==> src/rtl/eep_pkg.sv <==
package eep_pkg;

  localparam int TICK_W   = 5;
  localparam int CMD_LAST = 8;   // tick value when the 8th control bit is taken
  localparam int ADR_LAST = 16;  // tick value when the 8th address bit is taken
  localparam int SUM_POS  = 63;  // checksum byte position

  typedef struct packed {
    logic start;
    logic stop;
    logic shiftCmd;
    logic shiftAddr;
    logic loadData;
    logic ackDrive;
    logic release_;
    logic bitVal;
  } eepStb_t;

  function automatic logic [7:0] eepHead(input int idx);
    case (idx)
      0: return 8'h80;
      1: return 8'h08;
      2: return 8'h04;
      3: return 8'h0D;
      4: return 8'h0A;
      5: return 8'h01;
      6: return 8'h40;
      default: return 8'h00;
    endcase
  endfunction

  function automatic logic [7:0] eepImageByte(input int idx);
    logic [7:0] sum;
    sum = 8'h00;
    if (idx == SUM_POS) begin
      for (int k = 0; k < SUM_POS; k++) sum = sum + eepHead(k);
      return sum;
    end
    return eepHead(idx);
  endfunction

endpackage

==> src/rtl/eep_ctrl.sv <==
module eep_ctrl
  import eep_pkg::*;
(
  input  logic              clk,
  input  logic              rstN,
  input  logic              sclIn,
  input  logic              sdaIn,
  output eepStb_t           stb,
  output logic              sclLvl,
  output logic [TICK_W-1:0] tick,
  output logic              ackPend
);

  logic sclMeta, sclSync, sclPrev;
  logic sdaMeta, sdaSync, sdaPrev;

  always_ff @(posedge clk or negedge rstN) begin
    if (!rstN) begin
      sclMeta <= 1'b1; sclSync <= 1'b1; sclPrev <= 1'b1;
      sdaMeta <= 1'b1; sdaSync <= 1'b1; sdaPrev <= 1'b1;
    end else begin
      sclMeta <= sclIn;   sclSync <= sclMeta; sclPrev <= sclSync;
      sdaMeta <= sdaIn;   sdaSync <= sdaMeta; sdaPrev <= sdaSync;
    end
  end

  logic sclRise, sclFall, sdaChg, active, takeBit;

  always_comb begin
    sclRise = sclSync & ~sclPrev;
    sclFall = ~sclSync & sclPrev;
    sdaChg  = sdaSync ^ sdaPrev;
    active  = (tick != '0) | ackPend;
    takeBit = active & sclRise & ~ackPend & ~sdaChg;

    stb = '0;
    stb.bitVal    = sdaSync;
    stb.start     = sclPrev & sclSync & sdaChg & ~sdaSync;
    stb.stop      = sclPrev & sclSync & sdaChg &  sdaSync;
    stb.ackDrive  = active & sclRise & ackPend;
    stb.shiftCmd  = takeBit & (tick <= TICK_W'(CMD_LAST));
    stb.shiftAddr = takeBit & (tick > TICK_W'(CMD_LAST)) & (tick <= TICK_W'(ADR_LAST));
    stb.loadData  = stb.shiftAddr & (tick == TICK_W'(ADR_LAST));
    stb.release_  = sclFall;
  end

  always_ff @(posedge clk or negedge rstN) begin
    if (!rstN) begin
      tick    <= '0;
      ackPend <= 1'b0;
    end else if (stb.start) begin
      tick    <= TICK_W'(1);
      ackPend <= 1'b0;
    end else if (stb.stop) begin
      tick    <= '0;
      ackPend <= 1'b0;
    end else if (stb.ackDrive) begin
      ackPend <= 1'b0;
    end else if (stb.shiftCmd) begin
      tick <= tick + TICK_W'(1);
      if (tick == TICK_W'(CMD_LAST)) ackPend <= 1'b1;
    end else if (stb.shiftAddr) begin
      if (stb.loadData) begin
        tick    <= '0;
        ackPend <= 1'b1;
      end else begin
        tick <= tick + TICK_W'(1);
      end
    end
  end

  assign sclLvl = sclSync;

endmodule

==> src/rtl/eep_datapath.sv <==
module eep_datapath
  import eep_pkg::*;
#(
  parameter int DEPTH = 256
) (
  input  logic    clk,
  input  logic    rstN,
  input  eepStb_t stb,
  output logic    sdaDrvLow
);

  localparam int AW = $clog2(DEPTH);

  logic [7:0] rom [DEPTH];

  for (genvar i = 0; i < DEPTH; i++) begin : g_rom
    assign rom[i] = eepImageByte(i);
  end

  logic       readFlag;
  logic [7:0] addrReg, dataReg, nextAddr;
  logic [AW-1:0] romIdx;

  assign nextAddr = {addrReg[6:0], stb.bitVal};
  assign romIdx   = nextAddr[AW-1:0];

  always_ff @(posedge clk or negedge rstN) begin
    if (!rstN) begin
      readFlag <= 1'b0;
      addrReg  <= '0;
      dataReg  <= '0;
    end else begin
      if (stb.start)         readFlag <= 1'b0;
      else if (stb.shiftCmd) readFlag <= stb.bitVal;
      if (stb.shiftAddr) begin
        addrReg <= nextAddr;
        dataReg <= stb.loadData ? rom[romIdx] : {dataReg[6:0], 1'b0};
      end
    end
  end

  always_ff @(posedge clk or negedge rstN) begin
    if (!rstN)                      sdaDrvLow <= 1'b0;
    else if (stb.start | stb.stop)  sdaDrvLow <= 1'b0;
    else if (stb.ackDrive)          sdaDrvLow <= 1'b1;
    else if (stb.shiftAddr)         sdaDrvLow <= readFlag & ~dataReg[7];
    else if (stb.release_)          sdaDrvLow <= 1'b0;
  end

endmodule

==> src/rtl/eep_responder.sv <==
module eep_responder
  import eep_pkg::*;
#(
  parameter int DEPTH = 256
) (
  input  logic clk,
  input  logic rstN,
  input  logic sclIn,
  input  logic sdaIn,
  output logic sdaDrvLow
);

  eepStb_t           stb;
  logic              sclLvl;
  logic [TICK_W-1:0] tick;
  logic              ackPend;

  eep_ctrl u_ctrl (
    .clk(clk), .rstN(rstN), .sclIn(sclIn), .sdaIn(sdaIn),
    .stb(stb), .sclLvl(sclLvl), .tick(tick), .ackPend(ackPend)
  );

  eep_datapath #(.DEPTH(DEPTH)) u_dp (
    .clk(clk), .rstN(rstN), .stb(stb), .sdaDrvLow(sdaDrvLow)
  );

endmodule

==> config.mk <==
export PLATFORM = sky130hd
export DESIGN_NAME = eep_responder
export DESIGN_NICKNAME = d
export VERILOG_FILES = /design/src/rtl/eep_pkg.sv /design/src/rtl/eep_ctrl.sv /design/src/rtl/eep_datapath.sv /design/src/rtl/eep_responder.sv
export SDC_FILE = /design/constraint.sdc
export NUM_CORES = 1
export LEC_CHECK = 0
export BUFFER_PORTS_ARGS = -buffer_cell sky130_fd_sc_hd__buf_2
export CAP_MARGIN = 30
export CORE_MARGIN = 5
export CORE_UTILIZATION = 55
export CTS_BUF_LIST = sky130_fd_sc_hd__clkbuf_2 sky130_fd_sc_hd__clkbuf_4 sky130_fd_sc_hd__clkbuf_8
export DETAILED_ROUTE_END_ITERATION = 8
export GPL_TIMING_DRIVEN = 0
export PLACE_DENSITY = 0.76
export SLEW_MARGIN = 5
export SYNTH_ARGS = -nofsm -noshare
export SYNTH_HDL_FRONTEND = slang
export SYNTH_SLANG_ARGS = --single-unit
==> constraint.sdc <==
create_clock -name clk -period 2.4 [get_ports clk]
set_clock_uncertainty 0.2 [all_clocks]
set_input_delay 0.36 -clock clk [delete_from_list [all_inputs] [get_ports clk]]
set_output_delay 0.36 -clock clk [all_outputs]
set_load 0.005 [all_outputs]
==> results.sh, run 1 <==
export IMPL_clk_pin_slew_ns=0.10
export IMPL_drtAntennaViolNets=0
export IMPL_synth_warnings=0
export IMPL_synth_area_mm2=0.00149
export IMPL_viasPerCell=6.31
export IMPL_p_int_uw=980
export IMPL_synthCells=143
export IMPL_min_from="u_ctrl.sdaMeta"
export IMPL_worstPathBufferInverterCount=1
export IMPL_outcome="complete, no violations"
export IMPL_crit_required_ns=2.42
export IMPL_dp_slack_ns=-0.239
export IMPL_die_area_mm2=0.00386
export IMPL_critPathSlowestCell="dfrtp_1"
export IMPL_grt_max_degree=30
export IMPL_fin_area_mm2=0.00171
export IMPL_hold_viol_final=0
export IMPL_drv_cap=0
export IMPL_period_minus_slack_ns=2.31
export IMPL_clockPowerShare_pct=30.1
export IMPL_startpoint_type="flip-flop"
export IMPL_critPathKind="flip-flop to flip-flop"
export IMPL_max_slew_margin_rel_pct=59.6
export IMPL_synth_edff_count=0
export IMPL_fin_nets=162
export IMPL_htree_levels=2
export IMPL_hold_path_class="flip-flop to flip-flop"
export IMPL_syn_nets=149
export IMPL_boundaryPins=5
export IMPL_utilization_pct=67.3
export IMPL_grt_util_all_layers_pct=17.6
export IMPL_routedWlPerCell_um=16.8
export IMPL_antenna_found_initial=0
export IMPL_worstSkewPairLatency_ns=0.33
export IMPL_grt_pass1_vias=1228
export IMPL_clk_path_buf_depth=2
export IMPL_row_count=18
export IMPL_clock_sinks=29
export IMPL_setup_slack_ns=0.0882
export IMPL_setup_viol=0
export IMPL_fin_crit_sh_pct=96.3
export IMPL_ys_ff_latch=29
export IMPL_diodes=0
export IMPL_cp_data_arrival_time_ns=2.33
export IMPL_synth_flop_cell="dfrtp_1"
export IMPL_grt_pass1_wl_um=5530
export IMPL_fp_dieW_um=62.1
export IMPL_routed_wl_um=3140
export IMPL_die_h_um=62.1
export IMPL_maxSlewViolCount=0
export IMPL_tns_ns=0
export IMPL_drive_above_1_share_pct=25.5
export IMPL_cts_tree="built"
export IMPL_post_cts_buffers=0
export IMPL_place_port_buffers=4
export IMPL_vias=1180
export IMPL_core_area_mm2=0.00254
export IMPL_tightest_slew_ns=0.607
export IMPL_cp_startpoint="u_ctrl.tick[0]"
export IMPL_switchingPower_uw=434
export IMPL_hold_ws_ns=0.159
export IMPL_numCtsBuffers=5
export IMPL_rsz0062_at_grt="false"
export IMPL_clock_fmax_ghz=0.433
export IMPL_drc=0
export IMPL_postPlaceCellArea_mm2=0.00155
export IMPL_async_flop_share_pct=100
export IMPL_leakage_uw=0.000746
export IMPL_max_stage_delay_ns=0.44
export IMPL_drt_iter0_markers=45
export IMPL_worstPathCellList="inv_1 > ha_1 > nor3b_4 > a22oi_1 > nand2b_2 > mux2_2"
export IMPL_pwr_share_seq_pct=43.2
export IMPL_switching_share_pct=30.7
export IMPL_cp_max_fo=6
export IMPL_hpwl_um=2130
export IMPL_firstDrtPassIters=4
export IMPL_cellPowerDensity_mw_per_mm2=826
export IMPL_cp_end_kind="flip-flop"
export IMPL_ir_worst_vdd_mv=0.801
export IMPL_critical_path_top_delay_family="simple AND/OR/NAND/NOR gates"
export IMPL_seq_area_frac_synth_pct=49.1
export IMPL_pwr_share_comb_pct=26.7
export IMPL_synth_cell_type_count=48
export IMPL_start_util_pct=58.7
export IMPL_syn_to_final_growth_pct=14.6
export IMPL_reg2reg_from="u_ctrl.tick[0]"
export IMPL_cts_root_buf="clkbuf_4"
export IMPL_avgSynthCellArea_um2=10.4
export IMPL_grt_ovfl_total=0
export IMPL_place_congestion=0.815
[repair_timing]
item / in CTS / in global routing
hold endpoints to repair: 25 / 0
hold buffers: 3 / 0
gates resized for setup: 4 / 6
endpoints found under the setup margin: 15 / 16
pin swaps: 0 / 1
[worst paths after layout]
check                           slack [ns]         endpoint  cells past startpoint
min in group asynchronous             0.36   u_ctrl.tick[3]                      2
worst min-delay path                  0.16   u_ctrl.sdaSync                      0
worst max-delay path                  0.09  u_dp.addrReg[5]                      6
worst min register to register        0.16   u_ctrl.sdaSync                      0
worst max register to register        0.09  u_dp.addrReg[5]                      6
max in group asynchronous             1.22  u_dp.addrReg[0]                      2
[synth_stat cells, drive strengths merged, types with 2 or more instances]
| cell type | count | area [µm²] |
|---|---|---|
| a21oi | 3 | 15.0 |
| a22o | 5 | 43.8 |
| a31oi | 4 | 25.0 |
| a32o | 3 | 30.0 |
| and3 | 2 | 13.8 |
| buf | 3 | 21.3 |
| clkbuf | 5 | 18.8 |
| dfrtp | 23 | 576 |
| dfstp | 6 | 158 |
| ha | 2 | 25.0 |
| inv | 9 | 33.8 |
| mux2 | 6 | 67.6 |
| nand2 | 10 | 37.5 |
| nand2b | 3 | 18.8 |
| nand3 | 3 | 15.0 |
| nor2 | 6 | 22.5 |
| nor2b | 2 | 12.5 |
| nor3 | 5 | 25.0 |
| o21ai | 11 | 55.1 |
| o32a | 5 | 51.3 |
| or3b | 2 | 17.5 |
| xor2 | 3 | 26.3 |
[area by class of cell]
class                   instances  area, µm²
plain buffers                   7       36.3
clock buffers                   7       58.8
clock inverters                 1       30.0
fillers                       203        833
inverters                       9       33.8
multi-input cells              97        732
flip-flops and latches         29        733
well taps                      30       37.5
repair buffers                  7       50.0
[power by group through the flow]
stage | logic, µW | clock network, µW | registers [µW]
after global placement | 320 | 0 | 613
final | 377 | 426 | 611
after CTS | 355 | 433 | 609
after global routing | 417 | 460 | 621
after floorplan | 263 | 0 | 602
after detailed placement | 336 | 0 | 618
[kinds of logic after synthesis]
logic type,count (synthesis),synth area share [%]
AO/OA/AOI/OAI,43,21.4
XOR/XNOR,4,2.35
adder cells (fa/ha/maj),2,1.67
buffers and inverters,17,4.94
flip-flops,29,49.1
multiplexers,7,5.19
AND/OR/NAND/NOR,41,15.3
[flip-flops by register name, indices dropped and copies added, names as in the netlist]
name,count
u_dp.dataReg,8
u_dp.addrReg,7
u_ctrl.tick,5
u_ctrl.ackPend,1
u_ctrl.sclLvl,1
u_ctrl.sclMeta,1
u_ctrl.sclPrev,1
u_ctrl.sdaMeta,1
u_ctrl.sdaPrev,1
u_ctrl.sdaSync,1
u_dp.readFlag,1
u_dp.sdaDrvLow,1
[per-stage QoR]
step	total power, µW	cells
finish	1410	187
detailed placement	955	177
floorplan	866	143
global route	1500	187
CTS	1400	188
global placement	933	177
[cells in the final DEF (no fill, tap or decap), types with 2 or more instances in the layout]
| master | synthesis | final |
|---|---|---|
| nor3_1 | 5 | 2 |
| a32o_1 | 3 | 3 |
| mux2_2 | 6 | 6 |
| inv_1 | 9 | 9 |
| dfrtp_1 | 23 | 23 |
| buf_2 | 2 | 6 |
| nor2b_1 | 2 | 2 |
| nand2_1 | 10 | 10 |
| nand3_1 | 3 | 3 |
| nand2b_1 | 3 | 2 |
| clkbuf_1 | 5 | 4 |
| a22o_1 | 5 | 5 |
| xor2_1 | 3 | 2 |
| nor3_2 | 0 | 2 |
| clkbuf_4 | 0 | 6 |
| dlygate4sd3_1 | 0 | 3 |
| o32a_1 | 4 | 4 |
| a31oi_1 | 4 | 4 |
| ha_1 | 2 | 2 |
| dfstp_2 | 6 | 6 |
| nor2_1 | 6 | 5 |
| o21ai_0 | 11 | 11 |
| a21oi_1 | 3 | 3 |
[metal layers]
metal / up-vias / track usage, % / share of wire (%)
met4: 0 / 8.67 / 2.4
li1: 554 / - / -
met1: 570 / 21.5 / 45
met5: - / 0 / 0
met3: 9 / 5.58 / 6.4
met2: 47 / 27.8 / 47
(Power assumes the default switching activity.)
==> inputs of run 2 (changes only) <==
--- a/config.mk
+++ b/config.mk
@@ -12,7 +12,8 @@
 export CTS_BUF_LIST = sky130_fd_sc_hd__clkbuf_2 sky130_fd_sc_hd__clkbuf_4 sky130_fd_sc_hd__clkbuf_8
 export DETAILED_ROUTE_END_ITERATION = 8
 export GPL_TIMING_DRIVEN = 0
-export PLACE_DENSITY = 0.76
+export PLACE_DENSITY = 0.72
+export SETUP_SLACK_MARGIN = 0.5
 export SLEW_MARGIN = 5
 export SYNTH_ARGS = -nofsm -noshare
 export SYNTH_HDL_FRONTEND = slang
==> run 2 against run 1 <==
First-iteration DRC count rose by 58%. Clock power fell by 30%. Critical path depth stayed put. Worst hold slack improved by 0.0022 ns. Largest power group unchanged.
==> results.sh, run 2 (synthesis results as in run 1) <==
export IMPL_firstDrtPassIters=4
export IMPL_max_stage_delay_ns=0.53
export IMPL_critical_path_top_delay_family="simple AND/OR/NAND/NOR gates"
export IMPL_clock_fmax_ghz=0.449
export IMPL_diodes=0
export IMPL_ir_worst_vdd_mv=0.623
export IMPL_clock_sinks=29
export IMPL_hold_ws_ns=0.161
export IMPL_cts_tree="built"
export IMPL_setup_viol=0
export IMPL_leakage_uw=0.000866
export IMPL_grt_pass1_vias=1245
export IMPL_period_minus_slack_ns=2.23
export IMPL_numCtsBuffers=5
export IMPL_grt_pass1_wl_um=5970
export IMPL_drv_cap=0
export IMPL_clk_pin_slew_ns=0.09
export IMPL_boundaryPins=5
export IMPL_largestRegisters="u_dp.dataReg (8), u_dp.addrReg (7), u_ctrl.tick (5)"
export IMPL_grt_util_all_layers_pct=19.1
export IMPL_routed_wl_um=3610
export IMPL_htree_levels=2
export IMPL_layout_commonest_cell="dfrtp_1"
export IMPL_die_area_mm2=0.00386
export IMPL_worstPathCellList="or3b_4 > buf_6 > or2_4 > buf_4 > nor2_4 > mux2_2"
export IMPL_critPathKind="flip-flop to flip-flop"
export IMPL_drive_above_1_share_pct=41.0
export IMPL_startpoint_type="flip-flop"
export IMPL_vias=1297
export IMPL_grt_max_degree=30
export IMPL_mostFrequentLayoutCells="dfrtp_1 (23), buf_4 (16), nand2_1 (9)"
export IMPL_hpwl_um=1990
export IMPL_max_slew_margin_rel_pct=57.4
export IMPL_start_util_pct=58.7
export IMPL_grt_ovfl_total=0
export IMPL_rsz0062_at_grt="true"
export IMPL_finalNonFillerCells=208
export IMPL_row_count=18
export IMPL_largest_reg_flops=8
export IMPL_cp_max_fo=4
export IMPL_crit_required_ns=2.42
export IMPL_drtAntennaViolNets=0
export IMPL_drt_iter0_markers=71
export IMPL_fp_dieW_um=62.1
export IMPL_tns_ns=0
export IMPL_antenna_found_initial=0
export IMPL_place_port_buffers=4
export IMPL_core_area_mm2=0.00254
export IMPL_maxSlewViolCount=0
export IMPL_clk_path_buf_depth=2
export IMPL_routedWlPerCell_um=17.4
export IMPL_die_h_um=62.1
export IMPL_fin_crit_sh_pct=92.9
export IMPL_p_total_uw=1460
export IMPL_tightest_slew_ns=0.639
export IMPL_fin_nets=183
export IMPL_utilization_pct=78.0
export IMPL_drc=0
export IMPL_place_congestion=0.806
export IMPL_worstSkewPairLatency_ns=0.34
export IMPL_cts_root_buf="clkbuf_4"
export IMPL_viasPerCell=6.24
export IMPL_critPathSlowestCell="dfstp_2"
export IMPL_worstPathBufferInverterCount=2
export IMPL_cp_end_kind="flip-flop"
export IMPL_place_inst=177
export IMPL_hold_path_class="flip-flop to flip-flop"
export IMPL_regMostFlops="u_dp.dataReg"
export IMPL_cp_data_arrival_time_ns=2.25
export IMPL_syn_to_final_growth_pct=32.9
export IMPL_hold_viol_final=0
export IMPL_cellPowerDensity_mw_per_mm2=733
export IMPL_outcome="complete, no violations"
==> run 2: cell types whose count changed in the layout (fill, tap and decap cells not counted), moves of 2 or more <==
cell,change
o21ai_1,+3
o21ai_0,-3
mux2_4,+2
buf_4,+16
buf_6,+5
nor3_4,+2
nor3_2,-2
inv_2,+2
inv_1,-2
nor2_4,+2
clkinv_2,+2
mux2_2,-2
==> run 2: layout make-up <==
type                    instances  area (µm²)
multi-input cells              97         855
flip-flops and latches         29         733
fillers                       151         559
repair buffers                 27         215
plain buffers                   8        56.3
clock buffers                   6        45.0
well taps                      30        37.5
inverters                       9        33.8
clock inverters                 2        10.0
==> run 2: path summary, 6_finish.rpt <==
| check | slack [ns] | start | cells past startpoint | to |
|---|---|---|---|---|
| setup reg to reg | 0.17 | u_ctrl.sclLvl | 6 | u_dp.addrReg[1] |
| hold reg to reg | 0.16 | u_ctrl.sdaMeta | 0 | u_ctrl.sdaSync |
| hold / removal | 0.16 | u_ctrl.sdaMeta | 0 | u_ctrl.sdaSync |
| setup / recovery | 0.17 | u_ctrl.sclLvl | 6 | u_dp.addrReg[1] |
| min in group asynchronous | 0.36 | rstN | 2 | u_ctrl.tick[3] |
| max in group asynchronous | 1.21 | rstN | 2 | u_dp.addrReg[0] |
==> run 2: stage by stage <==
stage	setup WS (ns)	area, µm²
2_1_floorplan	0.207	1510
3_3_place_gp	0.0304	1570
3_5_place_dp	0.000194	1570
4_1_cts	0.182	1890
5_1_grt	0.104	1990
6_report	0.171	1990
==> run 2: what timing repair did <==
| item | in CTS | in global routing |
|---|---|---|
| gates resized for setup | 30 | 11 |
| endpoints found under the hold margin | 25 | 0 |
| setup endpoints to repair | 23 | 23 |
| setup buffers | 14 | 6 |
| pin swaps | 15 | 9 |
| hold buffers | 3 | 0 |
==> run 2: metal layers <==
metal  global-route usage [%]  wire length (µm)  vias up
met1                     24.2              1590      635
met5                        0                 0        -
li1                         -                 -      607
met4                     6.23                51        0
met2                     30.4              1750       46
met3                     6.29               216        9
==> run 2: where the power goes <==
group          internal (µW)  switching, µW
clock network            123            177
registers                558           50.3
logic                    259            289
==> inputs of run 3 (changes only) <==
--- a/config.mk
+++ b/config.mk
@@ -6,14 +6,14 @@
 export NUM_CORES = 1
 export LEC_CHECK = 0
 export BUFFER_PORTS_ARGS = -buffer_cell sky130_fd_sc_hd__buf_2
-export CAP_MARGIN = 30
+export CAP_MARGIN = 20
 export CORE_MARGIN = 5
 export CORE_UTILIZATION = 55
 export CTS_BUF_LIST = sky130_fd_sc_hd__clkbuf_2 sky130_fd_sc_hd__clkbuf_4 sky130_fd_sc_hd__clkbuf_8
 export DETAILED_ROUTE_END_ITERATION = 8
 export GPL_TIMING_DRIVEN = 0
 export PLACE_DENSITY = 0.72
-export SETUP_SLACK_MARGIN = 0.5
+export SETUP_SLACK_MARGIN = 0.3
 export SLEW_MARGIN = 5
 export SYNTH_ARGS = -nofsm -noshare
 export SYNTH_HDL_FRONTEND = slang
==> run 3 against run 2 <==
Sequential share of layout area grew 1.5 points. Non-clock buffer count shrank 6. Critical endpoint is now u_dp.dataReg[1]. Final cell count shrank 2.9%. Largest cell class unchanged. Maximum frequency shrank 0.88%. Worst hold slack is essentially flat. Largest power group unchanged.
==> results.sh, run 3 (synthesis results as in run 1) <==
export IMPL_largest_reg_flops=8
export IMPL_mostFrequentLayoutCells="dfrtp_1 (23), buf_4 (14), nand2_1 (9), o21ai_0 (9), inv_1 (8)"
export IMPL_critical_path_top_delay_family="simple AND/OR/NAND/NOR gates"
export IMPL_pwr_share_seq_pct=41.1
export IMPL_hpwl_um=2020
export IMPL_numCtsBuffers=5
export IMPL_drc=0
export IMPL_firstDrtPassIters=4
export IMPL_place_congestion=0.803
export IMPL_period_minus_slack_ns=2.25
export IMPL_critPathSlowestCell="dfstp_2"
export IMPL_layout_commonest_cell="dfrtp_1"
export IMPL_place_inst=177
export IMPL_setup_slack_ns=0.151
export IMPL_cp_max_fo=7
export IMPL_switchingPower_uw=511
export IMPL_cellPowerDensity_mw_per_mm2=774
export IMPL_fin_crit_sh_pct=93.7
export IMPL_core_area_mm2=0.00254
export IMPL_tightest_slew_ns=0.637
export IMPL_tns_ns=0
export IMPL_antenna_found_initial=0
export IMPL_htree_levels=2
export IMPL_grt_util_all_layers_pct=18.6
export IMPL_maxSlewViolCount=0
export IMPL_crit_top_cell="buf_6"
export IMPL_routedWlPerCell_um=18.2
export IMPL_ir_worst_vdd_mv=0.761
export IMPL_rsz0062_at_grt="true"
export IMPL_cp_data_arrival_time_ns=2.27
export IMPL_routed_wl_um=3670
export IMPL_clockPowerShare_pct=23.2
export IMPL_crit_required_ns=2.42
export IMPL_drtAntennaViolNets=0
export IMPL_dp_slack_ns=0.00590
export IMPL_boundaryPins=5
export IMPL_max_slew_margin_rel_pct=57.5
export IMPL_grt_pass1_wl_um=5830
export IMPL_hold_path_class="flip-flop to flip-flop"
export IMPL_startpoint_type="flip-flop"
export IMPL_viasPerCell=6.40
export IMPL_drt_iter0_markers=95
export IMPL_clk_pin_slew_ns=0.09
export IMPL_die_area_mm2=0.00386
export IMPL_grt_max_degree=30
export IMPL_worstPathBufferInverterCount=2
export IMPL_outcome="complete, no violations"
export IMPL_finalNonFillerCells=202
export IMPL_clock_sinks=29
export IMPL_nFillCells=171
export IMPL_diodes=0
export IMPL_largestRegisters="u_dp.dataReg (8), u_dp.addrReg (7), u_ctrl.tick (5)"
export IMPL_syn_to_final_growth_pct=27.7
export IMPL_drv_cap=0
export IMPL_cts_tree="built"
export IMPL_grt_ovfl_total=0
export IMPL_fin_nets=177
export IMPL_die_h_um=62.1
export IMPL_regMostFlops="u_dp.dataReg"
export IMPL_start_util_pct=58.7
export IMPL_worstPathCellList="or3b_4 > buf_6 > or2_4 > buf_6 > o32a_1 > a32o_1"
export IMPL_fp_dieW_um=62.1
export IMPL_max_stage_delay_ns=0.54
export IMPL_p_int_uw=966
export IMPL_leakage_uw=0.000839
export IMPL_cts_root_buf="clkbuf_4"
export IMPL_vias=1292
export IMPL_setup_viol=0
export IMPL_row_count=18
export IMPL_critPathKind="flip-flop to flip-flop"
export IMPL_worstSkewPairLatency_ns=0.33
export IMPL_grt_pass1_vias=1158
export IMPL_pwr_share_comb_pct=35.7
export IMPL_place_port_buffers=4
export IMPL_clk_path_buf_depth=2
export IMPL_cp_end_kind="flip-flop"
export IMPL_drive_above_1_share_pct=38.4
export IMPL_switching_share_pct=34.6
export IMPL_hold_viol_final=0
export IMPL_clock_fmax_ghz=0.445
==> run 3: timing repair <==
action | 4_1_cts | 5_1_grt
gates resized for setup | 19 | 17
endpoints found under the hold margin | 25 | 0
setup buffers | 7 | 7
pin swaps | 4 | 6
endpoints found under the setup margin | 21 | 21
hold buffers | 3 | 0
==> run 3: area by class of cell <==
cell class	count	area [µm²]	share of cell area (%)
inverter	9	33.8	1.77
clock inverter	1	5.00	0.262
sequential	29	733	38.4
buffer	8	51.3	2.69
clock buffer	7	65.1	3.41
tap	30	37.5	1.97
timing repair buffer	21	159	8.33
multi-input combinational	97	823	43.1
==> run 3: per-stage QoR <==
step           power, µW  cell area [µm²]  hold slack, ns  util (%)
2_1_floorplan        870             1500          -0.136         -
3_3_place_gp         937             1560           0.147      61.2
3_5_place_dp         952             1560           0.149      61.2
4_1_cts             1400             1800           0.162      70.6
5_1_grt             1560             1910           0.170      75.0
6_report            1480             1910           0.161      75.0
==> run 3: power groups by stage <==
stage	clock network (µW)	registers, µW	logic [µW]
finish	343	607	527
global route	380	614	571
CTS	352	599	451
detailed placement	0	616	336
global placement	0	613	324
floorplan	0	602	268
==> run 3: final timing paths <==
kind,from,endpoint,slack [ns],depth (start not counted)
max reg2reg,u_ctrl.sclLvl,u_dp.dataReg[1],0.15,6
max in group asynchronous,rstN,u_dp.addrReg[3],1.21,2
min,u_ctrl.sclMeta,u_ctrl.sclLvl,0.16,0
min reg2reg,u_ctrl.sclMeta,u_ctrl.sclLvl,0.16,0
min in group asynchronous,rstN,u_ctrl.tick[3],0.36,2
max,u_ctrl.sclLvl,u_dp.dataReg[1],0.15,6
==> run 3: routing by layer <==
metal	vias to the layer above	track usage (%)	routed length [µm]
met1	643	24.2	1590
li1	590	-	-
met2	48	28.9	1770
met5	-	0	0
met4	0	7.32	83
met3	11	5.58	222
